**src/rtl/dds_ldr_pkg.sv**
```systemverilog
package dds_ldr_pkg;
    localparam int WORD_W       = 16;
    localparam int FREQ_W       = 28;
    localparam int PHASE_W      = 12;
    localparam int HALF_W       = FREQ_W / 2;
    localparam int CNT_W        = $clog2(WORD_W);
    localparam int FULL_BIT     = 13;
    localparam int HALF_SEL_BIT = 12;
    localparam int PH_SEL_BIT   = 13;

    typedef logic [WORD_W-1:0]  word_t;
    typedef logic [FREQ_W-1:0]  freq_t;
    typedef logic [PHASE_W-1:0] phase_t;
    typedef logic [HALF_W-1:0]  half_t;

    typedef enum logic [1:0] {
        DST_CTRL = 2'b00,
        DST_F0   = 2'b01,
        DST_F1   = 2'b10,
        DST_PH   = 2'b11
    } dst_e;

    typedef struct packed {
        word_t  ctrl;
        freq_t  f0;
        freq_t  f1;
        phase_t p0;
        phase_t p1;
    } regset_t;

    function automatic dst_e word_dst(word_t w);
        return dst_e'(w[WORD_W-1 -: 2]);
    endfunction

    function automatic half_t word_half(word_t w);
        return w[HALF_W-1:0];
    endfunction
endpackage

```
**src/rtl/dds_ldr_sync.sv**
```systemverilog
module dds_ldr_sync #(
    parameter int WIDTH = 1,
    parameter int STAGES = 2,
    parameter logic [WIDTH-1:0] RST_VAL = '0
) (
    input  logic             clk,
    input  logic             rst,
    input  logic [WIDTH-1:0] d_i,
    output logic [WIDTH-1:0] q_o
);
    logic [STAGES-1:0][WIDTH-1:0] pipe_q;

    always_ff @(posedge clk) begin
        if (rst) begin
            pipe_q <= {STAGES{RST_VAL}};
        end else begin
            pipe_q <= {pipe_q[STAGES-2:0], d_i};
        end
    end

    assign q_o = pipe_q[STAGES-1];
endmodule

```
**src/rtl/dds_ldr_shift.sv**
```systemverilog
module dds_ldr_shift
    import dds_ldr_pkg::*;
(
    input  logic  clk,
    input  logic  rst,
    input  logic  sclk_s,
    input  logic  sdat_s,
    input  logic  frame_n_s,
    output word_t word_o,
    output logic  stb_o
);
    logic             sclk_d;
    logic [CNT_W-1:0] cnt_q;
    word_t            shreg_q;
    logic             fall;

    assign fall = sclk_d & ~sclk_s;

    always_ff @(posedge clk) begin
        if (rst) begin
            sclk_d  <= 1'b1;
            cnt_q   <= '0;
            shreg_q <= '0;
            word_o  <= '0;
            stb_o   <= 1'b0;
        end else begin
            sclk_d <= sclk_s;
            stb_o  <= 1'b0;
            if (frame_n_s) begin
                cnt_q <= '0;
            end else if (fall) begin
                shreg_q <= {shreg_q[WORD_W-2:0], sdat_s};
                if (cnt_q == CNT_W'(WORD_W - 1)) begin
                    word_o <= {shreg_q[WORD_W-2:0], sdat_s};
                    stb_o  <= 1'b1;
                    cnt_q  <= '0;
                end else begin
                    cnt_q <= cnt_q + 1'b1;
                end
            end
        end
    end
endmodule

```
**src/rtl/dds_ldr_regs.sv**
```systemverilog
module dds_ldr_regs
    import dds_ldr_pkg::*;
(
    input  logic    clk,
    input  logic    rst,
    input  word_t   word_i,
    input  logic    stb_i,
    output regset_t regs_o,
    output logic    pend_o
);
    regset_t regs_q, regs_n;
    logic    pend_q, pend_n;
    logic    pidx_q, pidx_n;
    half_t   hold_q, hold_n;
    logic    tgt;
    logic    wr;
    freq_t   upd;

    always_comb begin
        regs_n = regs_q;
        pend_n = pend_q;
        pidx_n = pidx_q;
        hold_n = hold_q;
        tgt    = 1'b0;
        wr     = 1'b0;
        upd    = '0;
        if (stb_i) begin
            unique case (word_dst(word_i))
                DST_CTRL: begin
                    regs_n.ctrl = word_i;
                    pend_n      = 1'b0;
                end
                DST_F0, DST_F1: begin
                    tgt = (word_dst(word_i) == DST_F1);
                    upd = tgt ? regs_q.f1 : regs_q.f0;
                    if (regs_q.ctrl[FULL_BIT]) begin
                        if (pend_q && (pidx_q == tgt)) begin
                            upd    = {word_half(word_i), hold_q};
                            wr     = 1'b1;
                            pend_n = 1'b0;
                        end else begin
                            hold_n = word_half(word_i);
                            pidx_n = tgt;
                            pend_n = 1'b1;
                        end
                    end else begin
                        wr = 1'b1;
                        if (regs_q.ctrl[HALF_SEL_BIT]) begin
                            upd[FREQ_W-1:HALF_W] = word_half(word_i);
                        end else begin
                            upd[HALF_W-1:0] = word_half(word_i);
                        end
                    end
                    if (wr) begin
                        if (tgt) begin
                            regs_n.f1 = upd;
                        end else begin
                            regs_n.f0 = upd;
                        end
                    end
                end
                DST_PH: begin
                    if (word_i[PH_SEL_BIT]) begin
                        regs_n.p1 = word_i[PHASE_W-1:0];
                    end else begin
                        regs_n.p0 = word_i[PHASE_W-1:0];
                    end
                end
                default: begin
                    regs_n = regs_q;
                end
            endcase
        end
    end

    always_ff @(posedge clk) begin
        if (rst) begin
            regs_q <= '0;
            pend_q <= 1'b0;
            pidx_q <= 1'b0;
            hold_q <= '0;
        end else begin
            regs_q <= regs_n;
            pend_q <= pend_n;
            pidx_q <= pidx_n;
            hold_q <= hold_n;
        end
    end

    assign regs_o = regs_q;
    assign pend_o = pend_q;
endmodule

```
**src/rtl/dds_reg_loader.sv**
```systemverilog
module dds_reg_loader
    import dds_ldr_pkg::*;
#(
    parameter int SYNC_STAGES = 2
) (
    input  logic               clk,
    input  logic               rst,
    input  logic               ser_clk_i,
    input  logic               ser_dat_i,
    input  logic               frame_n_i,
    output logic [WORD_W-1:0]  ctrl_o,
    output logic [FREQ_W-1:0]  freq0_o,
    output logic [FREQ_W-1:0]  freq1_o,
    output logic [PHASE_W-1:0] phase0_o,
    output logic [PHASE_W-1:0] phase1_o,
    output logic               wr_stb_o
);
    localparam logic [2:0] PIN_IDLE = 3'b110;

    logic [2:0] pins_s;
    word_t      word_w;
    logic       stb_w;
    regset_t    regs_w;
    logic       pend_w;

    dds_ldr_sync #(
        .WIDTH  (3),
        .STAGES (SYNC_STAGES),
        .RST_VAL(PIN_IDLE)
    ) u_sync (
        .clk(clk),
        .rst(rst),
        .d_i({ser_clk_i, frame_n_i, ser_dat_i}),
        .q_o(pins_s)
    );

    dds_ldr_shift u_shift (
        .clk      (clk),
        .rst      (rst),
        .sclk_s   (pins_s[2]),
        .sdat_s   (pins_s[0]),
        .frame_n_s(pins_s[1]),
        .word_o   (word_w),
        .stb_o    (stb_w)
    );

    dds_ldr_regs u_regs (
        .clk   (clk),
        .rst   (rst),
        .word_i(word_w),
        .stb_i (stb_w),
        .regs_o(regs_w),
        .pend_o(pend_w)
    );

    assign ctrl_o   = regs_w.ctrl;
    assign freq0_o  = regs_w.f0;
    assign freq1_o  = regs_w.f1;
    assign phase0_o = regs_w.p0;
    assign phase1_o = regs_w.p1;
    assign wr_stb_o = stb_w;
endmodule

```
**config.mk**
```make
export PLATFORM = sky130hd
export DESIGN_NAME = dds_reg_loader
export DESIGN_NICKNAME = d
export VERILOG_FILES = /design/src/rtl/dds_ldr_pkg.sv /design/src/rtl/dds_ldr_sync.sv /design/src/rtl/dds_ldr_shift.sv /design/src/rtl/dds_ldr_regs.sv /design/src/rtl/dds_reg_loader.sv
export SDC_FILE = /design/constraint.sdc
export NUM_CORES = 1
export LEC_CHECK = 0
export BUFFER_PORTS_ARGS = -buffer_cell sky130_fd_sc_hd__clkbuf_2
export CORE_AREA = 2 2 139 141
export CTS_BUF_LIST = sky130_fd_sc_hd__clkbuf_4
export DETAILED_ROUTE_END_ITERATION = 6
export DIE_AREA = 0 0 141 143
export PLACE_DENSITY_LB_ADDON = 0.12
export SLEW_MARGIN = 20
export SYNTH_ARGS = -nofsm -noshare
export SYNTH_HDL_FRONTEND = slang
export SYNTH_SLANG_ARGS = --single-unit
```
**constraint.sdc**
```tcl
create_clock -name clk -period 3.2 [get_ports clk]
set_input_delay 0.64 -clock clk [delete_from_list [all_inputs] [get_ports clk]]
set_output_delay 0.64 -clock clk [all_outputs]
set_load 0.005 [all_outputs]
```
# Word level (Yosys, flattened, before mapping)
# Cells that the tools add are included.
# op_classes
add_sub_neg,1
n_mul,0
n_div,0
magnitude_cmp,0
eq_ne,6
shifts,0
muxes,14
bitwise_logic,7
reduce_logical,15
# ops
op,n
28-bit 2-to-1 mux,3
14-bit 2-to-1 mux,2
3-bit AND reduction,4
4-bit AND reduction,3
1-bit 2-to-1 mux,7
1-bit NOT,6
"4-bit by 1-bit adder with 4-bit output, second input constant",1
"2-bit equality test, second input constant",2
"4-bit equality test, second input constant",1
4-bit 2-to-1 mux,1
2-bit AND reduction,2
2-bit OR reduction,2
3-bit OR reduction,1
"2-bit by 1-bit equality test with 1-bit output, second input constant",1
2-bit zero test,1
"2-bit by 1-bit != test with 1-bit output, second input constant",1
1-bit one-hot mux with 2 select lines,1
2-bit nonzero test,1
1-bit AND,1
1-bit equality test,1
1-bit logical AND,1
# totals
regBits,155
latch_bits,0
mem_bits_rw,0
mem_bits_ro,0
elab_cells,58
mem_count,0

# Longest topological paths before layout
# Gate-level depths: netlist (run 1).
# depth
word_depth,8
ltp_mapped,9

# Hierarchy
# A second synthesis (run 1) with hierarchy kept.
# unflattened
hier_cells,692
area_unflattened_um2,6238.5
# by_module_without_submodules
module,instances,cells_each,area_per_inst_um2,seq_area_each_um2
dds_ldr_regs,1,496,4613.2,2242.2
dds_ldr_shift,1,181,1445.1,740.7
dds_ldr_sync,1,15,180.2,120.1

# Least setup slack after synthesis (run 1)
# No wires, ideal clock.
# synth_timing
path_type,reg-to-reg
start,register u_shift.word_o[14]
end,register u_regs.hold_q[10]
t_arrival_ps,1770
required_ps,3072
path_slack_ps,1302
stages_incl_launch_ff,9
synth_period_minus_slack_ps,1898
path_cell_list,dfxtp_1 inv_1 ha_1 buf_2 xnor2_1 a211oi_4 buf_8 mux2i_1 nor2_1
# synth_via
elab_chain_cells,5
word_cells_on_any_way,7
# synth_rtl
element,line_no,source
from (decl),dds_ldr_shift.sv:9,"output word_t word_o,"
from (signal assigned),dds_ldr_shift.sv:34,"word_o <= {shreg_q[WORD_W-2:0], sdat_s};"
2-bit equality test,"dds_ldr_regs.sv:28, dds_ldr_regs.sv:34",
1-bit equality test,dds_ldr_regs.sv:37,if (pend_q && (pidx_q == tgt)) begin
1-bit logical AND,dds_ldr_regs.sv:37,
1-bit NOT (no line),-,
4-bit AND reduction (no line) (*),-,
to (signal assigned),dds_ldr_regs.sv:86,hold_q <= hold_n;
to (decl),dds_ldr_regs.sv:14,"half_t hold_q, hold_n;"
# Mark *: on every way between the ends. The rest lies on a longest branch, timed or not.
# A chain may end at the register's enable or synchronous reset.

# Final worst setup path (run 1)
# layout_timing
start,register u_shift.word_o[14]
end,register u_regs.regs_q (netlist bit u_regs.regs_o[36])
# layout_via
elab_chain_cells,8
word_cells_on_any_way,14
# layout_rtl
element,line_no,source
2-bit equality test,"dds_ldr_regs.sv:28, dds_ldr_regs.sv:34",
1-bit equality test,dds_ldr_regs.sv:37,
1-bit logical AND,dds_ldr_regs.sv:37,
1-bit 2-to-1 mux,dds_ldr_regs.sv:37,
1-bit 2-to-1 mux,dds_ldr_regs.sv:36,if (regs_q.ctrl[FULL_BIT]) begin
1-bit 2-to-1 mux,dds_ldr_regs.sv:28,unique case (word_dst(word_i))
1-bit 2-to-1 mux,dds_ldr_regs.sv:27,if (stb_i) begin
4-bit AND reduction (no line),-,
to (signal assigned),dds_ldr_regs.sv:83,regs_q <= regs_n;
to (decl),dds_ldr_regs.sv:11,"regset_t regs_q, regs_n;"
# Several ways; a longest one is shown, not always the timed one. The select of a mux whose other input is x is not followed.

==> results of run 1 <==
==> worst paths after layout <==
path | from | to | cells after the start
min reg2reg | u_sync.pipe_q[1] | u_sync.q_o[1] | 1
min | frame_n_i | u_sync.pipe_q[1] | 2
max | u_shift.word_o[14] | u_regs.regs_o[36] | 7
max reg2reg | u_shift.word_o[14] | u_regs.regs_o[36] | 7
==> per-stage QoR <==
stage	area [sq um]	util [%]	hold WS (ns)
floorplan	6052	-	0.3895
finish	7056	37.97	0.2522
CTS	7053	37.96	0.2116
detailed placement	6731	36.23	0.3923
global placement	6731	36.23	0.3926
global route	7056	37.97	0.2024
==> routing by layer <==
metal  GRT usage [%]  up-vias  wire (um)
met4           6.158        0        319
met1           23.66     2374       8313
met2           27.06      107       7885
met5               0        -          0
met3           4.024       16        698
li1                -     2391          -
==> where the power goes <==
group	leakage, nW	switching, mW	internal, mW
combinational	1.11	0.0392	0.00968
clock	0.171	0.702	0.643
sequential	1.25	0.00173	1.93
==> area by class of cell <==
class | count | area [sq um] | area share, %
Sequential cell | 155 | 3103 | 43.98
Multi-Input combinational cell | 415 | 2718 | 38.52
Inverter | 4 | 15.01 | 0.2128
Timing Repair Buffer | 114 | 603.1 | 8.548
Clock buffer | 20 | 150.1 | 2.128
Antenna cell | 1 | 2.502 | 0.03547
Clock inverter | 12 | 171.4 | 2.430
Tap cell | 234 | 292.8 | 4.150
==> critical path: cells and delay by family, from the launching register on <==
| family | cells | cell delay, ns |
|---|---|---|
| xor+xnor | 1 | 0.14 |
| fa+ha+maj | 1 | 0.51 |
| buf+inv | 2 | 0.47 |
| simple gates | 1 | 0.43 |
| flops | 1 | 0.37 |
| compound gates | 2 | 0.52 |
==> registers in the layout (all words and copies together), names as in the netlist, 3 cells and up <==
register         cells
u_shift.cnt_q        4
u_sync.pipe_q        3
u_regs.regs_o       96
u_shift.word_o      16
u_regs.hold_q       14
u_sync.q_o           3
u_shift.shreg_q     15
==> cell usage in the layout, fill, tap and decap left out, types with 6 or more instances in the layout <==
cell / count
o221ai_1: 13
o211ai_1: 14
or2_2: 6
mux2i_1: 58
o21ai_0: 14
buf_4: 13
nor2_1: 32
mux2_2: 14
nand2_1: 105
dfxtp_1: 155
a21oi_1: 60
clkbuf_4: 20
clkbuf_2: 100
o2bb2ai_1: 54
==> logic make-up (layout without fill, tap and decap cells) <==
family          count (synthesis)  in the layout  synth area share (%)
simple gates                  170            170                 11.83
buf+inv                        54            150                 3.907
flops                         155            155                 51.27
xor+xnor                        3              3                0.5583
fa+ha+maj                       5              5                 1.034
mux                            72             72                 12.20
other cells                     0              1                     0
compound gates                165            165                 19.21
==> qor.yml, run 1 <==
cts:
  cts.sinks: 155
  clockBufferDepth: 2
  cts_hold_buf: 0
  clock_latency_ns: 0.57
  path_clk_slew_ns: 0.13
  htreeDepth: 4
  ctsResizeCount: 0
  cts_buffers: 17
  cts_tree: "built"
  postCtsSetupBuffers: 0
  root_buffer: "clkbuf_4"
finish:
  fillers: 1897
  drive_gt1_share_pct: 24.03
  syn2layout_area_growth_pct: 16.58
  finalNetCount: 717
  finalNonFillerCells: 955
worst_setup_path:
  start_kind: "flip-flop"
  crit_required_ns: 3.69
  cp_cell_sequence: "inv_1 -> ha_2 -> xor2_2 -> o22ai_1 -> nand2b_1 -> buf_4 -> o2bb2ai_1"
  arrival_ns: 3.01
  crit_path_max_fanout: 17
  end_kind: "flip-flop"
  cp_slowest_cell: "ha_2"
  regToRegSetupSlack_ns: 0.68
  critPathMaxStageDelay_ns: 0.51
  critical_path_class: "flip-flop to flip-flop"
sta:
  setup_ws_ns: 0.6827
  slew_violations: 0
  fmax_ghz: 0.3973
  slew-limit-headroom_pct: 27.78
  min_period_ns: 2.517
  rsz0062_at_grt: "false"
  hold_viol_final: 0
  max_slew.worst_pin.slew_ns: 1.079
  fin_crit_sh_pct: 78.67
  tns_ns: 0
  setup_viol: 0
  finClkSkew_ns: 0.01901
placed_design:
  post-place-ws_ns: 0.6960
  place_hpwl_um: 11180
  port_buffers: 101
  routabilityCongestion: 0.7182
  dp_cells: 922
synthesis:
  avgSynthCellArea_sq_um: 9.699
  yosysTopAreaCell: "dfxtp_1"
  synth_most_common_cell: "dfxtp_1"
  syn-num-nets: 634
  synth_area_sq_mm: 0.006052
  ys_ff_latch: 155
  synth.distinct_cells: 38
  synthCells: 624
  synth.top_cells.by_count: "dfxtp_1 (155), nand2_1 (105), a21oi_1 (60)"
  ys.flop_type: "dfxtp_1"
  ys_warn_count: 0
  synthArstFlopShare_pct: 0
  synth_top_area_share_pct: 51.27
  synth.area.top_cells: "dfxtp_1 (51%), mux2i_1 (9.6%), o2bb2ai_1 (7.8%)"
  seq_area_frac_synth_pct: 51.27
  synth-edff-count: 0
drt:
  first_iter_violations: 285
  vias: 4888
  drc: 0
  drt_first_pass_iters: 4
  drt-total-wl_um: 17220
  vias_per_cell: 5.118
  antenna_left: 0
  wl_per_cell_um: 18.03
power_and_ir_drop:
  ir_worst_vdd_uv: 224.6
  powerDensity_mw_per_mm2: 471.8
  p_leak_nw: 2.533
  fin_total_pwr_mw: 3.329
floorplan:
  core_area_sq_mm: 0.01858
  die_x_um: 141
  num_rows: 50
  dieArea_sq_mm: 0.02016
  die_h_um: 143
  io_pins: 102
  start_util_pct: 32.57
grt:
  grt_antenna_before_repair: 1
  grt_max_degree: 84
  grt_pass1_wl_um: 26690
  grt_use_total_pct: 17.36
  grt_pass1_vias: 4641
  grt_remaining_overflow: 0
worst_hold_path:
  holdCritPathClass: "input pin to flip-flop"
run_status:
  outcome: "completed"
run:
  maxCapViolCount: 0
No activity file was read; power rests on OpenSTA's default activity.
==> run 2, diff against run 1 <==
==> constraint.sdc (replaced) <==
create_clock -name clk -period 2.3 [get_ports clk]
set_input_delay 0.46 -clock clk [delete_from_list [all_inputs] [get_ports clk]]
set_output_delay 0.46 -clock clk [all_outputs]
set_load 0.005 [all_outputs]
==> qor.yml, run 2 (synthesized netlist as in run 1, its figures left out) <==
grt:
  grt_pass1_wl_um: 26810
  grt_remaining_overflow: 0
  grt_antenna_before_repair: 1
  grt_pass1_vias: 4739
  grt_max_degree: 86
  grt_use_total_pct: 17.37
sta:
  hold_viol_final: 0
  finClkSkew_ns: 0.02693
  setup_viol: 0
  fin_hold_ws_ns: 0.09768
  max_slew.worst_pin.slew_ns: 0.6719
  slew_violations: 0
  fin_crit_sh_pct: 93.72
  rsz0062_at_grt: "false"
  min_period_ns: 2.155
  tns_ns: 0
  slew-limit-headroom_pct: 55.10
  setup_ws_ns: 0.1445
  fmax_ghz: 0.4639
finish:
  largest_register_ffs: 96
  layout_commonest_cell: "dfxtp_1"
  most-common-layout-cells: "dfxtp_1 (155), nand2_1 (105), clkbuf_2 (100)"
  finalNonFillerCells: 960
  drive_gt1_share_pct: 24.55
  design_area_sq_mm: 0.007112
  syn2layout_area_growth_pct: 17.51
  finalNetCount: 722
  final_util_pct: 38.28
cts:
  clockBufferDepth: 2
  cts_buffers: 17
  postCtsSetupBuffers: 0
  htreeDepth: 4
  ctsResizeCount: 0
  root_buffer: "clkbuf_4"
  clock_latency_ns: 0.56
  path_clk_slew_ns: 0.12
  cts_hold_buf: 0
  cts_tree: "built"
  cts.sinks: 155
drt:
  vias_per_cell: 5.114
  antenna_left: 0
  drt_first_pass_iters: 4
  vias: 4909
  drc: 0
  first_iter_violations: 282
  drt-total-wl_um: 17440
  wl_per_cell_um: 18.17
power_and_ir_drop:
  netSwitchingFraction_pct: 22.76
  sequentialPowerShare_pct: 59.8
  ir_worst_vdd_uv: 350.9
  fin_total_pwr_mw: 4.499
  comb_power_share_pct: 1.7
  switching_power_mw: 1.024
  powerDensity_mw_per_mm2: 632.6
  internal_power_mw: 3.475
  p_clk_share_pct: 38.5
  p_leak_nw: 2.560
floorplan:
  die_x_um: 141
  dieArea_sq_mm: 0.02016
  num_rows: 50
  io_pins: 102
  start_util_pct: 32.57
  core_area_sq_mm: 0.01858
  die_h_um: 143
worst_setup_path:
  crit_path_max_fanout: 20
  crit_required_ns: 2.72
  end_kind: "flip-flop"
  arrival_ns: 2.58
  start_kind: "flip-flop"
  critical_path_class: "flip-flop to flip-flop"
worst_hold_path:
  holdCritPathClass: "input pin to flip-flop"
placed_design:
  routabilityCongestion: 0.7335
  post-place-ws_ns: 0.06616
  dp_cells: 926
  port_buffers: 101
  dpl_cell_area_sq_mm: 0.006799
  place_hpwl_um: 10980
run_status:
  outcome: "completed"
run:
  maxCapViolCount: 0
==> run 2: final timing paths <==
path                           start  cells after the start  slack, ns           endpoint
hold / removal             frame_n_i                      2        0.1   u_sync.pipe_q[1]
hold reg to reg     u_sync.pipe_q[2]                      1       0.42      u_sync.q_o[2]
setup reg to reg  u_shift.word_o[15]                      7       0.14  u_regs.regs_o[72]
setup / recovery  u_shift.word_o[15]                      7       0.14  u_regs.regs_o[72]
==> run 2: cell type report <==
cell class                 instances  area, sq um
antenna                            1        2.502
clock buffer                      19        142.6
tap                              234        292.8
clock inverter                    13        150.1
timing repair buffer             118        670.6
fill                            1859        11470
multi-input combinational        416         2735
sequential                       155         3103
inverter                           4        15.01
==> run 2: routing by layer <==
| metal | vias up | track usage, % | routed length [um] |
|---|---|---|---|
| met5 | - | 0 | 0 |
| met1 | 2380 | 23.65 | 8358 |
| met2 | 124 | 27.29 | 7979 |
| li1 | 2388 | - | - |
| met4 | 0 | 5.368 | 256 |
| met3 | 17 | 4.292 | 849 |
==> run 2: power by group through the flow <==
stage               clock [mW]  combinational [mW]  sequential [mW]
finish                    1.73              0.0767             2.69
floorplan                    0              0.0485             2.75
detailed placement           0              0.0739             2.75
global route              1.91              0.0820             2.69
global placement             0              0.0730             2.75
CTS                       1.79              0.0739             2.69
==> run 2: worst max-delay path: stages (launching register included) <==
cell and delay [ns]:
dfxtp_1 0.47, inv_1 0.07, ha_1 0.33, nand2_1 0.12, a211oi_1 0.45, nor2_2 0.23, buf_12 0.24, o2bb2ai_1 0.13
